File: src/rtl/wc_pkg.sv
package wc_pkg;
   typedef enum logic [1:0] {
      WC_IDLE  = 2'd0,
      WC_ISSUE = 2'd1,
      WC_WAIT  = 2'd2,
      WC_DONE  = 2'd3
   } wc_state_e;
endpackage

File: src/rtl/wc_first_pick.sv
// Priority scan: section of the lowest pending lane, and every pending lane sharing it.
module wc_first_pick #(
   parameter int LANES  = 4,
   parameter int SECT_W = 6
) (
   input  logic [LANES-1:0]        pend,
   input  logic [LANES*SECT_W-1:0] sect_flat,
   output logic                    any_pend,
   output logic [SECT_W-1:0]       pick_sect,
   output logic [LANES-1:0]        hit
);
   always_comb begin
      any_pend  = 1'b0;
      pick_sect = '0;
      for (int i = LANES - 1; i >= 0; i--) begin
         if (pend[i]) begin
            any_pend  = 1'b1;
            pick_sect = sect_flat[i*SECT_W +: SECT_W];
         end
      end
   end

   for (genvar g = 0; g < LANES; g++) begin : g_hit
      assign hit[g] = pend[g] && (sect_flat[g*SECT_W +: SECT_W] == pick_sect);
   end
endmodule

File: src/rtl/wc_word_extract.sv
// Selects each lane's word from a returned section by its offset inside the section.
module wc_word_extract #(
   parameter int LANES      = 4,
   parameter int ADDR_W     = 8,
   parameter int SECT_BYTES = 4,
   parameter int WORD_BYTES = 1
) (
   input  logic [SECT_BYTES*8-1:0]       sect_data,
   input  logic [LANES*ADDR_W-1:0]       addr_flat,
   output logic [LANES*WORD_BYTES*8-1:0] words
);
   localparam int WORD_W = WORD_BYTES * 8;
   localparam int WPS    = SECT_BYTES / WORD_BYTES;
   localparam int WB_W   = $clog2(WORD_BYTES);
   localparam int WIX_W  = (WPS > 1) ? $clog2(WPS) : 1;

   for (genvar g = 0; g < LANES; g++) begin : g_lane
      if (WPS == 1) begin : g_whole
         assign words[g*WORD_W +: WORD_W] = sect_data;
      end else begin : g_slice
         logic [WIX_W-1:0] widx;
         assign widx = addr_flat[g*ADDR_W + WB_W +: WIX_W];
         assign words[g*WORD_W +: WORD_W] = sect_data[widx*WORD_W +: WORD_W];
      end
   end
endmodule

File: src/rtl/warp_coalescer.sv
module warp_coalescer
   import wc_pkg::*;
#(
   parameter int  LANES      = 4,
   parameter int  ADDR_W     = 8,
   parameter int  SECT_BYTES = 4,
   parameter int  WORD_BYTES = 1,
   localparam int OFS_W      = $clog2(SECT_BYTES),
   localparam int SECT_W     = ADDR_W - OFS_W,
   localparam int WORD_W     = WORD_BYTES * 8,
   localparam int CNT_W      = $clog2(LANES + 1)
) (
   input  logic                    clk,
   input  logic                    rst_n,
   input  logic                    ld_valid,
   output logic                    ld_ready,
   input  logic [LANES-1:0]        ld_active,
   input  logic [LANES*ADDR_W-1:0] ld_addr,
   output logic                    mem_req_valid,
   input  logic                    mem_req_ready,
   output logic [SECT_W-1:0]       mem_req_sect,
   input  logic                    mem_rsp_valid,
   input  logic [SECT_BYTES*8-1:0] mem_rsp_data,
   output logic                    done,
   output logic [LANES*WORD_W-1:0] lane_data,
   output logic [CNT_W-1:0]        req_count
);
   // elaboration-time parameter checks
   if ((SECT_BYTES & (SECT_BYTES - 1)) != 0 || SECT_BYTES < 1) begin : g_bad_sect
      $error("SECT_BYTES must be a power of two");
   end
   if ((WORD_BYTES & (WORD_BYTES - 1)) != 0 || WORD_BYTES > SECT_BYTES) begin : g_bad_word
      $error("WORD_BYTES must be a power of two not above SECT_BYTES");
   end
   if (ADDR_W <= OFS_W) begin : g_bad_addr
      $error("ADDR_W must exceed log2(SECT_BYTES)");
   end
   if (LANES < 1) begin : g_bad_lanes
      $error("LANES must be at least one");
   end

   wc_state_e                 state_q;
   logic [LANES*ADDR_W-1:0]   addr_q;
   logic [LANES-1:0]          pend_q;
   logic [LANES*WORD_W-1:0]   data_q;
   logic [CNT_W-1:0]          cnt_q;

   logic [LANES*SECT_W-1:0]   sect_flat;
   logic                      any_pend;
   logic [SECT_W-1:0]         pick_sect;
   logic [LANES-1:0]          hit;
   logic [LANES*WORD_W-1:0]   words;
   logic [LANES-1:0]          pend_left;

   for (genvar g = 0; g < LANES; g++) begin : g_sect
      assign sect_flat[g*SECT_W +: SECT_W] = addr_q[g*ADDR_W + OFS_W +: SECT_W];
   end

   wc_first_pick #(
      .LANES (LANES),
      .SECT_W(SECT_W)
   ) u_pick (
      .pend     (pend_q),
      .sect_flat(sect_flat),
      .any_pend (any_pend),
      .pick_sect(pick_sect),
      .hit      (hit)
   );

   wc_word_extract #(
      .LANES     (LANES),
      .ADDR_W    (ADDR_W),
      .SECT_BYTES(SECT_BYTES),
      .WORD_BYTES(WORD_BYTES)
   ) u_extract (
      .sect_data(mem_rsp_data),
      .addr_flat(addr_q),
      .words    (words)
   );

   assign pend_left = pend_q & ~hit;

   always_ff @(posedge clk) begin
      if (!rst_n) begin
         state_q <= WC_IDLE;
         addr_q  <= '0;
         pend_q  <= '0;
         data_q  <= '0;
         cnt_q   <= '0;
      end else begin
         case (state_q)
            WC_IDLE: begin
               if (ld_valid) begin
                  addr_q  <= ld_addr;
                  pend_q  <= ld_active;
                  data_q  <= '0;
                  cnt_q   <= '0;
                  state_q <= (|ld_active) ? WC_ISSUE : WC_DONE;
               end
            end
            WC_ISSUE: begin
               if (mem_req_ready && any_pend) begin
                  cnt_q   <= cnt_q + CNT_W'(1);
                  state_q <= WC_WAIT;
               end
            end
            WC_WAIT: begin
               if (mem_rsp_valid) begin
                  for (int i = 0; i < LANES; i++) begin
                     if (hit[i]) data_q[i*WORD_W +: WORD_W] <= words[i*WORD_W +: WORD_W];
                  end
                  pend_q  <= pend_left;
                  state_q <= (pend_left == '0) ? WC_DONE : WC_ISSUE;
               end
            end
            default: state_q <= WC_IDLE;
         endcase
      end
   end

   assign ld_ready      = (state_q == WC_IDLE);
   assign mem_req_valid = (state_q == WC_ISSUE) && any_pend;
   assign mem_req_sect  = pick_sect;
   assign done          = (state_q == WC_DONE);
   assign lane_data     = data_q;
   assign req_count     = cnt_q;
endmodule

File: config.mk
export PLATFORM = sky130hd
export DESIGN_NAME = warp_coalescer
export DESIGN_NICKNAME = d
export VERILOG_FILES = /design/src/rtl/wc_pkg.sv /design/src/rtl/wc_first_pick.sv /design/src/rtl/wc_word_extract.sv /design/src/rtl/warp_coalescer.sv
export SDC_FILE = /design/constraint.sdc
export NUM_CORES = 1
export LEC_CHECK = 0
export CORE_MARGIN = 4
export CORE_UTILIZATION = 46
export DETAILED_ROUTE_END_ITERATION = 10
export GPL_TIMING_DRIVEN = 0
export PLACE_DENSITY = 0.8
export REMOVE_ABC_BUFFERS = 1
export SYNTH_ARGS = -nofsm -noshare
export SYNTH_HDL_FRONTEND = slang
export SYNTH_HIERARCHICAL = 1
export SYNTH_SLANG_ARGS = --single-unit
File: constraint.sdc
create_clock -name clk -period 5 [get_ports clk]
set_clock_uncertainty 0.15 [all_clocks]
set_input_delay 0.75 -clock clk [delete_from_list [all_inputs] [get_ports clk]]
set_output_delay 0.75 -clock clk [all_outputs]
set_load 0.02 [all_outputs]
---- Word-level counts from Yosys, hierarchy flattened ----
Cells that the tools add are included.
operators by class
  shift-type cells ........................ 4
  eq/ne operators ......................... 14
  $add $sub $neg .......................... 1
  reductions and logical operators ........ 19
  mux-type cells .......................... 27
  bitwise logic cells ..................... 2
operators by type and width
  kind                 number
  $shiftx 32x6->8      4
  $mux 32              2
  $pmux 32 s2          1
  $mux 8               4
  $eq 6x6->1           4
  $mux 6               4
  $reduce_and 4->1     4
  $ne 2x2->1 const B   7
  $mux 2               5
  $reduce_and 3->1     3
  $mux 4               2
  $pmux 4 s2           1
  $logic_and 1x1->1    6
  $mux 3               2
  $pmux 2 s3           1
  $pmux 3 s2           1
  $and 4x4->4          1
  $eq 2x2->1 const B   2
  $logic_not 4->1      1
  $mux 1               4
  $not 4->4            1
  $reduce_bool 2->1    2
  $reduce_or 4->1      1
  $add 3x1->3 const B  1
  other kinds (3)      3
word-level totals
  output and inout bits ................... 44
  bits of input ports ..................... 73
  word-level logic and storage cells ...... 75
  register bits ........................... 73

---- Longest topological paths before layout ----
  depth after elaboration ................. 12
  depth in mapped cells ................... 11

---- Cells and area by module ----
The synthesis kept the hierarchy.
modules (own cells, without submodules)
  module           seq. area each (µm²)  cells each  instances  area an instance (µm²)
  warp_coalescer   1,461.4               339         1          2,982.9
  wc_word_extract  0.0                   40          1          785.8
  wc_first_pick    0.0                   94          1          684.4

---- Worst setup path after synthesis ----
OpenSTA, ideal clock, no wires.
  path kind ............................... flip-flop to flip-flop
  from .................................... register pend_q[1]
  to ...................................... register pend_q[2]
  clock period less this slack ............ 2,599 ps
  path slack .............................. 2,401 ps
  arrival time ............................ 2,334 ps
  stages on the path, launching flop included .. 12
  path buffers ............................ 3
  cells stage by stage .................... dfxtp_1 -> buf_6 -> or2_1 -> buf_6 -> a221oi_1 -> nor2_1 -> xor2_1 -> nor4_2 -> nand3_1 -> a21o_1 -> buf_2 -> a31o_1
between the ends
  cells in the longest elaborated chain, start to end .. 8
RTL lines
  element                    line                   source
  start: declaration         warp_coalescer.sv:44   logic [LANES-1:0] pend_q;
  start signal: assignment   warp_coalescer.sv:95   pend_q <= ld_active;
  start signal: assignment   warp_coalescer.sv:112  pend_q <= pend_left;
  $mux 6 (2 in series)       wc_first_pick.sv:16    if (pend[i]) begin
  named net mem_req_sect[1]  warp_coalescer.sv:21   output logic [SECT_W-1:0] mem_req_sect,
  $eq 6x6->1                 wc_first_pick.sv:24    assign hit[g] = pend[g] && (sect_flat[g*SECT_W +: SECT_W] == pick_sect);
  $logic_and 1x1->1          wc_first_pick.sv:24
  named net hit[2]           warp_coalescer.sv:51   logic [LANES-1:0] hit;
  $not 4->4                  warp_coalescer.sv:81   assign pend_left = pend_q & ~hit;
  $and 4x4->4                warp_coalescer.sv:81
  $mux 4                     warp_coalescer.sv:108  if (mem_rsp_valid) begin
  $pmux 4 s2                 warp_coalescer.sv:91   case (state_q)
The timed path passes the listed nets, and every way through them passes these cells. The select of a mux whose other input is x is not followed.
A chain may end at the register's enable or synchronous reset.

---- Worst setup path after layout ----
  from .................................... register pend_q[0]
  to ...................................... output mem_req_sect[4]
between the ends
  cells in the longest elaborated chain, start to end .. 1
RTL lines
  element           line
  $mux 6            wc_first_pick.sv:16
  end: declaration  warp_coalescer.sv:21
No other way between the ends.

==> results.md <==
* Status: complete, no violations
* Top_reg_cell synth: dfxtp_1
* Worst Path Max Fanout at 22
* Worst-path clk slew at 0.09 ns
* Io pins at 117
* Inst Count DP at 679
* First-pass GRT wire length at 18800 um
* # fillers at 784
* Post_cts resized at 0
* Pwr Density at roughly 260 mW/mm^2
* Slew Viols, Final at 0
* Hold Fails Final Rpt at 0
* Drt drc at 0
* Global route total overflow at 0
* Router iterations before antenna repair at 4
* Die ar. at 0.0113 sq mm
* Num CTS Buffers at 9
* Peak VDD IR at 0.112 mV
* Postcts setup bufs at 0
* Footprint of the multi-input gates at 0.00269 sq mm
* Post-synth top area share at 32.8%
* Logic pwr share at 24.0%
* Setup crit start kind: flip-flop
* # rows at 35
* Period utilization at 71.2%
* Ranking of synthesized cells by area: dfxtp_1 33%, mux4_2 16%, nand2_1 11%
* Via density at approximately 5.5
* Post-synthesis register bit count at 73
* CP Capture Type: output pin
* Bufs on Longest Clock Path at 2
* Setup TNS at 0 ns
* Routability cong. at 0.826
* Unrepaired setup endpoints after global routing: false
* Pleak at 2.04 nW
* Switching power at 0.447 mW
* Initial antenna violation count at 0
* Worst-Skew Late Latency at roughly 0.35 ns
* Pin count of the biggest net entering global routing at 50
* Tmin final at between 3 and 4 ns
* Die Ht at 106 um
* Clock power share at between 30% and 40%
* Flop pwr share at 44.6%
* CP required at 4.10 ns
* Cell Area, Synth at between 0.004 and 0.005 sq mm
* Max cap viols at 0
* Die X at 106 um
* Worst slew margin at 16.7%
* Number of synthesized flops with an enable pin at 0
* FF+latch area at between 0.001 and 0.0015 sq mm
* Nets at approximately 640
* P&R area growth vs syn at 28.6%
* Async SR Flop Fraction at 0%
* Most common cell in the synthesized netlist: nand2_1
* Layout cells sized above 1 at 10.6%
* Syn_area_per_cell at 9.41 sq um
* Initial core utilization at 47.7%
* Diode count at 0
* Synth Instances at 473
* Routed len/inst at around 17 um
* Hold Crit Class: flip-flop to flip-flop
* Commonest cells post-synth: 134 x nand2_1, 73 x dfxtp_1, 33 x mux2i_1, 32 x mux4_2, 31 x a21boi_1
* FMAX at 281 MHz
* Sw frac at a little under a third
* H-tree depth at 3
* Internal at approximately 1.0 mW
* Post-DP HPWL at 8630 um
* CP arrival at roughly 2.7 ns
* Number of global-route vias before repair at 3818
* Post-route ant nets at 0
* Root Driver: clkbuf_8
* Seq/Total Area, Yosys at 32.8%
* Final count of negative-setup-slack endpoints at 0
* Tot GR Track Use at 20.8%
* Initial DRC Count at between 200 and 250
* Vias at between 3000 and 4000
* Total core area at 0.00933 sq mm
* Worst slew pin tran at 1.25 ns
* Hold_buf cts at 0
* PortBufs at 116
* Final cell count without fillers at 695
* CP Class: flip-flop to output pin
* Syn. warnings at 6
* Yosys cell types at between 60 and 70
* Area leader, netlist: dfxtp_1
* TritonCTS clock tree: done
* Drt total wl at 11700 um
* CTS Sinks at 73
-- sequential cells by signal, summed over array words and instances, names as in the netlist --
| signal | cells |
|---|---|
| addr_q | 32 |
| lane_data | 32 |
| pend_q | 4 |
| req_count | 3 |
| state_q | 2 |
-- per-stage QoR --
step	utilization, %	power (mW)	cell area (sq um)	worst slack, ns	hold WS (ns)
floorplan	-	0.871	4190	2.13	0.285
global placement	59.1	1.02	5510	0.486	0.296
detailed placement	59.3	1.03	5530	1.82	0.301
CTS	61.4	1.49	5730	1.45	0.313
global route	61.4	1.55	5730	1.28	0.334
finish	61.4	1.48	5730	1.44	0.310
-- cells in the final DEF, fill, tap and decap left out, drive strengths merged, types with 4 or more instances in the layout --
cell / instances
a21boi: 34
a21o: 4
a21oi: 6
a221oi: 5
a31o: 5
and3: 6
clkbuf: 10
clkdlybuf4s50: 115
clkinv: 4
dfxtp: 73
inv: 10
mux2i: 33
mux4: 32
nand2: 134
nand2b: 4
nand3: 4
nor2: 9
nor2b: 8
o21ai: 8
o22ai: 5
xnor2: 9
-- power groups by stage --
stage	logic [mW]	clock network (mW)	registers, mW
6_report	0.355	0.466	0.661
5_1_grt	0.383	0.498	0.668
4_1_cts	0.355	0.475	0.661
3_5_place_dp	0.353	0	0.675
3_3_place_gp	0.345	0	0.672
2_1_floorplan	0.209	0	0.662
-- worst max-delay path, stage by stage (launching register included) --
cell             delay, ns
dfxtp_1               0.82
or2_1                 0.44
a21oi_1               0.10
a21oi_1               0.29
clkdlybuf4s50_1       0.66
-- cells by family (layout without fill, tap and decap cells) --
kind of cell               count (synthesis)  after routing  share of synthesized area (%)
muxes                                     66             66                           23.9
AOI/OAI and AO/OA                         88             88                           15.3
xor gates and xnor gates                  10             10                           1.97
adders and majority gates                  1              1                          0.281
DFF                                       73             73                           32.8
and+or+nand+nor                          185            185                           19.1
buffers and inverters                     50            143                           6.72
-- path summary, 6_finish.rpt --
path	endpoint	slack [ns]	from	cells past startpoint
min reg2reg	lane_data[30]	0.31	lane_data[30]	2
max	mem_req_sect[4]	1.44	pend_q[0]	4
max reg2reg	pend_q[3]	1.78	pend_q[0]	8
min	lane_data[30]	0.31	lane_data[30]	2
-- cell type report --
class                           instances  share of cell area [%]
Timing Repair Buffer                  117                    20.5
Inverter                               10                   0.656
Sequential cell                        73                    25.5
Tap cell                              129                    2.82
Multi-Input combinational cell        350                    47.0
Clock buffer                           10                    2.23
Clock inverter                          6                    1.20
-- layer usage --
metal / track usage [%] / share of wire, %
met1: 27.2 / 44
met2: 33.9 / 48
met3: 4.31 / 5.5
met4: 7.68 / 2.4
met5: 0 / 0
No activity file was read; power rests on OpenSTA's default activity.
